<file path="src/rtl/bcd_alu_pkg.sv">
package bcd_alu_pkg;
  localparam int DW = 8;
  localparam int NW = DW / 2;
  localparam int FLAGS_W = 4;
  localparam int FN = 3;
  localparam int FV = 2;
  localparam int FZ = 1;
  localparam int FC = 0;

  typedef enum logic [3:0] {
    OP_ADD = 4'd0, OP_SUB = 4'd1, OP_CMP = 4'd2, OP_AND = 4'd3,
    OP_OR  = 4'd4, OP_XOR = 4'd5, OP_BIT = 4'd6, OP_SHL = 4'd7,
    OP_SHR = 4'd8, OP_ROL = 4'd9, OP_ROR = 4'd10
  } alu_op_e;
endpackage

</file>
<file path="src/rtl/bcd_alu_arith.sv">
module bcd_alu_arith
  import bcd_alu_pkg::*;
(
  input  logic [3:0]    op,
  input  logic [DW-1:0] a,
  input  logic [DW-1:0] m,
  input  logic          cin,
  input  logic          dec,
  output logic [DW-1:0] res,
  output logic          n_o,
  output logic          v_o,
  output logic          z_o,
  output logic          c_o
);
  logic          is_add, is_cmp;
  logic [DW-1:0] mm;
  logic          ci;
  logic [DW:0]   bin;
  logic [NW:0]   half;
  logic [NW:0]   lo_sum, hi_sum;
  logic [NW-1:0] lo_adj, hi_adj, sub_lo, sub_hi;
  logic          lo_cy, hi_cy;
  logic [DW-1:0] dec_pre;

  assign is_add = (op == OP_ADD);
  assign is_cmp = (op == OP_CMP);
  assign mm     = is_add ? m : ~m;
  assign ci     = is_cmp ? 1'b1 : cin;
  assign bin    = {1'b0, a} + {1'b0, mm} + {{DW{1'b0}}, ci};
  assign half   = {1'b0, a[NW-1:0]} + {1'b0, mm[NW-1:0]} + {{NW{1'b0}}, ci};

  // decimal add: per-digit correction
  assign lo_sum = {1'b0, a[NW-1:0]} + {1'b0, m[NW-1:0]} + {{NW{1'b0}}, cin};
  assign lo_cy  = (lo_sum > 5'd9);
  assign lo_adj = lo_cy ? (lo_sum[NW-1:0] + 4'd6) : lo_sum[NW-1:0];
  assign hi_sum = {1'b0, a[DW-1:NW]} + {1'b0, m[DW-1:NW]} + {{NW{1'b0}}, lo_cy};
  assign hi_cy  = (hi_sum > 5'd9);
  assign hi_adj = hi_cy ? (hi_sum[NW-1:0] + 4'd6) : hi_sum[NW-1:0];
  assign dec_pre = {hi_sum[NW-1:0], lo_adj};

  // decimal subtract: borrow-driven correction
  assign sub_lo = half[NW] ? bin[NW-1:0] : (bin[NW-1:0] - 4'd6);
  assign sub_hi = bin[DW]  ? bin[DW-1:NW] : (bin[DW-1:NW] - 4'd6);

  always_comb begin
    res = bin[DW-1:0];
    n_o = bin[DW-1];
    z_o = (bin[DW-1:0] == '0);
    c_o = bin[DW];
    v_o = (bin[DW-1] ^ a[DW-1]) & (bin[DW-1] ^ mm[DW-1]);
    if (dec && is_add) begin
      res = {hi_adj, lo_adj};
      n_o = hi_adj[NW-1];
      z_o = ({hi_adj, lo_adj} == '0);
      c_o = hi_cy;
      v_o = (dec_pre[DW-1] ^ a[DW-1]) & (dec_pre[DW-1] ^ m[DW-1]);
    end else if (dec && (op == OP_SUB)) begin
      res = {sub_hi, sub_lo};
    end
  end
endmodule

</file>
<file path="src/rtl/bcd_alu_bitops.sv">
module bcd_alu_bitops
  import bcd_alu_pkg::*;
(
  input  logic [3:0]    op,
  input  logic [DW-1:0] a,
  input  logic [DW-1:0] m,
  input  logic          cin,
  output logic [DW-1:0] res,
  output logic          c_o
);
  always_comb begin
    res = a;
    c_o = 1'b0;
    case (op)
      OP_AND: res = a & m;
      OP_OR:  res = a | m;
      OP_XOR: res = a ^ m;
      OP_SHL: begin res = {a[DW-2:0], 1'b0}; c_o = a[DW-1]; end
      OP_ROL: begin res = {a[DW-2:0], cin};  c_o = a[DW-1]; end
      OP_SHR: begin res = {1'b0, a[DW-1:1]}; c_o = a[0]; end
      OP_ROR: begin res = {cin, a[DW-1:1]};  c_o = a[0]; end
      default: ;
    endcase
  end
endmodule

</file>
<file path="src/rtl/bcd_alu_flag_reg.sv">
module bcd_alu_flag_reg
  import bcd_alu_pkg::*;
(
  input  logic               clk,
  input  logic               rst_n,
  input  logic               upd,
  input  logic [FLAGS_W-1:0] nxt,
  input  logic [FLAGS_W-1:0] mask,
  output logic [FLAGS_W-1:0] q
);
  for (genvar b = 0; b < FLAGS_W; b++) begin : g_bit
    always_ff @(posedge clk or negedge rst_n) begin
      if (!rst_n)              q[b] <= 1'b0;
      else if (upd && mask[b]) q[b] <= nxt[b];
    end
  end


  idle_hold_chk: assert property (@(posedge clk) disable iff (!rst_n)
    !upd |=> $stable(q));

  empty_mask_hold_chk: assert property (@(posedge clk) disable iff (!rst_n)
    (upd && mask == '0) |=> $stable(q));
endmodule

</file>
<file path="src/rtl/bcd_alu.sv">
module bcd_alu
  import bcd_alu_pkg::*;
(
  input  logic               clk,
  input  logic               rst_n,
  input  logic               op_valid,
  input  logic [3:0]         op_code,
  input  logic [DW-1:0]      acc_in,
  input  logic [DW-1:0]      opnd_in,
  input  logic               carry_in,
  input  logic               dec_mode,
  output logic [DW-1:0]      result,
  output logic               result_we,
  output logic [FLAGS_W-1:0] flag_next,
  output logic [FLAGS_W-1:0] flag_mask,
  output logic [FLAGS_W-1:0] flags_q
);
  logic [DW-1:0] ar_res, bo_res;
  logic          ar_n, ar_v, ar_z, ar_c, bo_c;

  bcd_alu_arith u_arith (
    .op(op_code), .a(acc_in), .m(opnd_in), .cin(carry_in), .dec(dec_mode),
    .res(ar_res), .n_o(ar_n), .v_o(ar_v), .z_o(ar_z), .c_o(ar_c)
  );

  bcd_alu_bitops u_bitops (
    .op(op_code), .a(acc_in), .m(opnd_in), .cin(carry_in),
    .res(bo_res), .c_o(bo_c)
  );

  always_comb begin
    result    = acc_in;
    result_we = 1'b0;
    flag_mask = '0;
    flag_next = '0;
    case (op_code)
      OP_ADD, OP_SUB: begin
        result = ar_res; result_we = 1'b1; flag_mask = 4'b1111;
        flag_next = {ar_n, ar_v, ar_z, ar_c};
      end
      OP_CMP: begin
        flag_mask = 4'b1011;
        flag_next = {ar_n, 1'b0, ar_z, ar_c};
      end
      OP_AND, OP_OR, OP_XOR: begin
        result = bo_res; result_we = 1'b1; flag_mask = 4'b1010;
        flag_next = {bo_res[DW-1], 1'b0, bo_res == '0, 1'b0};
      end
      OP_BIT: begin
        flag_mask = 4'b1110;
        flag_next = {opnd_in[DW-1], opnd_in[DW-2], (acc_in & opnd_in) == '0, 1'b0};
      end
      OP_SHL, OP_SHR, OP_ROL, OP_ROR: begin
        result = bo_res; result_we = 1'b1; flag_mask = 4'b1011;
        flag_next = {bo_res[DW-1], 1'b0, bo_res == '0, bo_c};
      end
      default: ;
    endcase
  end

  bcd_alu_flag_reg u_flags (
    .clk(clk), .rst_n(rst_n), .upd(op_valid),
    .nxt(flag_next), .mask(flag_mask), .q(flags_q)
  );


  cmp_no_write_chk: assert property (@(posedge clk) disable iff (!rst_n)
    (op_code == OP_CMP) |-> (!result_we && !flag_mask[FV]));

  logic_keeps_cv_chk: assert property (@(posedge clk) disable iff (!rst_n)
    (op_code inside {OP_AND, OP_OR, OP_XOR}) |-> (!flag_mask[FC] && !flag_mask[FV]));

  shr_clears_n_chk: assert property (@(posedge clk) disable iff (!rst_n)
    (op_code == OP_SHR) |-> (!flag_next[FN] && flag_next[FC] == acc_in[0]));

  spare_code_idle_chk: assert property (@(posedge clk) disable iff (!rst_n)
    (op_code > 4'd10) |-> (flag_mask == '0 && !result_we));

  bit_test_copy_chk: assert property (@(posedge clk) disable iff (!rst_n)
    (op_code == OP_BIT && op_valid) |=> (flags_q[FN] == $past(opnd_in[7]) && flags_q[FV] == $past(opnd_in[6])));
endmodule

</file>
<file path="config.mk">
export PLATFORM = sky130hd
export DESIGN_NAME = bcd_alu
export DESIGN_NICKNAME = d
export VERILOG_FILES = /design/src/rtl/bcd_alu_pkg.sv /design/src/rtl/bcd_alu_arith.sv /design/src/rtl/bcd_alu_bitops.sv /design/src/rtl/bcd_alu_flag_reg.sv /design/src/rtl/bcd_alu.sv
export SDC_FILE = /design/constraint.sdc
export NUM_CORES = 1
export LEC_CHECK = 0
export ABC_CLOCK_PERIOD_IN_PS = 5800
export BUFFER_PORTS_ARGS = -buffer_cell sky130_fd_sc_hd__buf_2
export CAP_MARGIN = 20
export CORE_UTILIZATION = 34
export DETAILED_ROUTE_END_ITERATION = 8
export PLACE_DENSITY_LB_ADDON = 0.1
export SETUP_SLACK_MARGIN = 0.4
export SLEW_MARGIN = 30
export SYNTH_ARGS = -nofsm -noshare
export SYNTH_HDL_FRONTEND = slang
export SYNTH_SLANG_ARGS = --single-unit
export TNS_END_PERCENT = 50
</file>
<file path="constraint.sdc">
create_clock -name clk -period 5.8 [get_ports clk]
set_input_delay 0.58 -clock clk [delete_from_list [all_inputs] [get_ports clk]]
set_output_delay 0.58 -clock clk [all_outputs]
set_load 0.02 [all_outputs]
</file>
==> reports/metrics.csv <==
stage,metric,value,unit
placement,Final HPWL DP,6760,um
finish,max FFs per register,4,
worst_setup_path,r2r setup slk,5.03,ns
finish,Multi-input gate area,2220,um^2
drt,Avg WL per Cell,18.0,um
sta,Final min period,5.17,ns
synth,Seq cells post-synth,4,
worst_hold_path,Worst Hold Class,in -> async,
synth,asr flop ratio synth,100,%
worst_setup_path,critical path peak fanout,8,
worst_setup_path,max incr delay on CP,0.59,ns
synth,"EDFF count, synth",0,
cts,Sink Count,4,
worst_setup_path,CP dominant cell by count,inv_1,
worst_setup_path,Setup CP Type,in -> out,
sta,RSZ-0062 raised after global routing,false,
finish,Top reg by flops,u_flags.q,
grt,first-pass GRT wire length,13100,um
cts,clk_lat worst skew,0.22,ns
worst_setup_path,Worst path slowest cell,fa_2,
finish,share of layout cells above drive strength 1,19.1,%
drt,DRT Pass-1 Iters,5,
worst_setup_path,Startpoint Class,input port,
sta,worst clock skew,0,ns
worst_setup_path,FF-to-FF Start,u_flags.q[1],
floorplan,Rows,30,
finish,synthesis-to-layout area growth,14.7,%
worst_setup_path,RR Endpoint,u_flags.q[1],
floorplan,Die Area,7650,um^2
drt,Remaining DRCs,0,
finish,Largest regs,u_flags.q x4,
cts,hold-fix buffers at CTS,0,
sta,max-slew violation count,0,
sta,worst slew pin tran,0.751,ns
drt,Routed WL,8430,um
pwr,leakage,1.25,nW
cts,TritonCTS clock tree,built,
synth,"Seq/Total Area, Yosys",4.03,%
placement,IO buf count,45,
drt,Iter 0 DRT Violations,242,
cts,CTS Buffer Depth,2,
sta,setup ws final,0.626,ns
outcome,status,completed,
finish,Antenna Cells,0,
floorplan,Die H,87.5,um
pwr,VDD IR max,0.0000624,V
job,MaxCap Viol Count,0,
sta,setup TNS,0,ns
drt,via/cell ratio,5.90,
floorplan,Starting Density,35.8,%
finish,Layout Nets,432,
grt,vias in the first global route,2492,
worst_setup_path,critical path arrival,4.59,ns
finish,FILL cells,743,
placement,pre-CTS setup slack,0.166,ns
synth,Post-Syn Nets,396,
finish,Final Util,41.0,%
worst_setup_path,Reg2Reg Depth,1,
synth,Mean Syn Cell Area,7.35,um^2
sta,period utilisation layout,89.2,%
cts,total CTS buffers,3,
floorplan,Die Span X,87.5,um
finish,Sequential Area,100,um^2
worst_setup_path,critical-path cell list,buf_2 -> fa_2 -> fa_2 -> inv_1 -> and2_4 -> inv_1 -> a21boi_2 -> fa_1 -> inv_1 -> fa_1 -> a2111oi_0 -> a21bo_1 -> nand3_1 -> o2111ai_1 -> o211ai_2 -> buf_2,
synth,Synth Instances,338,
grt,number of antenna violations at the first check in global routing,0,
floorplan,Core Box Area,6940,um^2
sta,relative slew slack,49.6,%
cts,H-Tree Level Count,1,
drt,vias after detailed routing,2763,
placement,global placement routability congestion,0.855,
cts,CTS root buf,clkbuf_8,
worst_setup_path,CP required,5.22,ns
synth,Yosys cell types,69,
synth,Post-Syn Area,2480,um^2
grt,largest net degree at the start of global routing,31,
drt,ANT nets after route,0,
synth,Synth warnings,0,
floorplan,Ports,46,
cts,"Clk pin slew, worst setup/hold paths",0.04,ns
sta,Final setup viols,0,
grt,GRT Total Usage,22.3,%
synth,Main synth FF type,dfrtp_1,
sta,Final Hold Viols,0,
pwr,PD cells,160,nW/um^2
grt,grt ovf,0,
worst_setup_path,endpoint class of the critical path,output port,
sta,Peak Freq,193,MHz
[synthesized netlist by cell type (3+ instances only)]
cell type | number | area share (%)
a21oi_1 | 21 | 4.2
o31ai_1 | 3 | 0.91
mux2i_1 | 5 | 2.0
o21ai_0 | 14 | 2.8
o221ai_1 | 3 | 1.1
clkbuf_1 | 4 | 0.60
or3_1 | 3 | 0.76
nor4_1 | 3 | 0.76
dfrtp_1 | 4 | 4.0
and3_1 | 3 | 0.76
nand4_1 | 4 | 1.0
nor2b_1 | 4 | 1.0
o2111ai_1 | 3 | 1.1
ha_1 | 27 | 14
nand2_1 | 16 | 2.4
nand3_1 | 8 | 1.6
nand3b_1 | 12 | 3.6
a21o_1 | 8 | 2.4
nor2_1 | 24 | 3.6
a211oi_2 | 3 | 1.5
buf_2 | 7 | 1.4
o211ai_1 | 5 | 1.5
nand2b_1 | 3 | 0.76
a22oi_1 | 7 | 2.1
and4b_1 | 3 | 1.2
xor2_1 | 6 | 2.1
and2_1 | 4 | 1.0
o21ai_1 | 10 | 2.0
o2bb2ai_1 | 5 | 1.8
o21a_1 | 4 | 1.2
inv_1 | 26 | 3.9
xnor2_1 | 15 | 5.3
buf_4 | 6 | 1.8
a2bb2oi_1 | 3 | 1.1
a211oi_1 | 8 | 2.4
fa_1 | 6 | 4.8
nor3_1 | 8 | 1.6
[worst max path at each step]
stage                     slack (ns)           end      start
after detailed placement        0.17     result[6]  acc_in[0]
after global routing            0.39     result[6]  acc_in[0]
after global placement          0.30     result[6]  acc_in[0]
after CTS                       0.40     result[6]  acc_in[0]
after floorplan                 0.82     result[6]  acc_in[0]
final                           0.63  flag_next[1]  acc_in[0]
[cell usage in the layout, fill, tap and decap left out, drive strengths merged, types with 7 or more instances in the layout]
cell	count
a211oi	11
a21o	8
a21oi	21
a22oi	7
buf	50
ha	27
inv	27
nand2	16
nand3	8
nand3b	12
nor2	24
nor3	9
o21ai	24
xnor2	15
[metrics by stage]
| stage | cells | hold WS [ns] | total power (W) | area, um^2 |
|---|---|---|---|---|
| 2_1_floorplan | 338 | 0.284 | 0.000283 | 2480 |
| 3_3_place_gp | 463 | 0.398 | 0.000380 | 2750 |
| 3_5_place_dp | 463 | 0.396 | 0.000379 | 2750 |
| 4_1_cts | 466 | 0.166 | 0.000444 | 2800 |
| 5_1_grt | 468 | 0.165 | 0.000493 | 2850 |
| 6_report | 468 | 0.164 | 0.000455 | 2850 |
[critical path, delay by kind of cell]
family,cells,cell delay [ns]
buffers and inverters,5,0.59
AND/OR/NAND/NOR,2,0.27
adder cells (fa/ha/maj),4,1.93
AO/OA/AOI/OAI,5,1.23
[report_power, final]
part           internal (W)  switching [W]  leakage, nW   total, W
Combinational      0.000140       0.000218         1.18   0.000359
Clock             0.0000445      0.0000167       0.0216  0.0000612
Sequential        0.0000331     0.00000233       0.0511  0.0000355
[logic make-up after synthesis]
group,after synthesis,synth area share (%)
AO/OA/AOI/OAI,118,33.6
AND/OR/NAND/NOR,108,25.0
buffers and inverters,47,8.66
adder cells (fa/ha/maj),33,18.4
XOR/XNOR,21,7.40
multiplexers,7,2.92
flip-flops,4,4.03
[layout make-up]
type,instances,share of cell area [%]
tap,96,4.22
clock buffer,3,1.45
inverter,28,3.69
multi-input combinational,287,77.9
timing repair buffer,50,9.22
sequential,4,3.51
[timing repair]
action,in CTS,in global routing
buffers inserted,0,2
setup endpoints to repair,4,4
resized for setup,3,7
pin swaps,1,4
[layer usage]
metal  global-route usage [%]  vias up  share of wire (%)
met1                     32.9     1312                 49
met2                     35.8      103                 44
met5                        0        -                  0
li1                         -     1334                  -
met4                     2.98        0                1.4
met3                     1.99       14                5.6
Note: power is estimated with default switching activity, not from simulation.
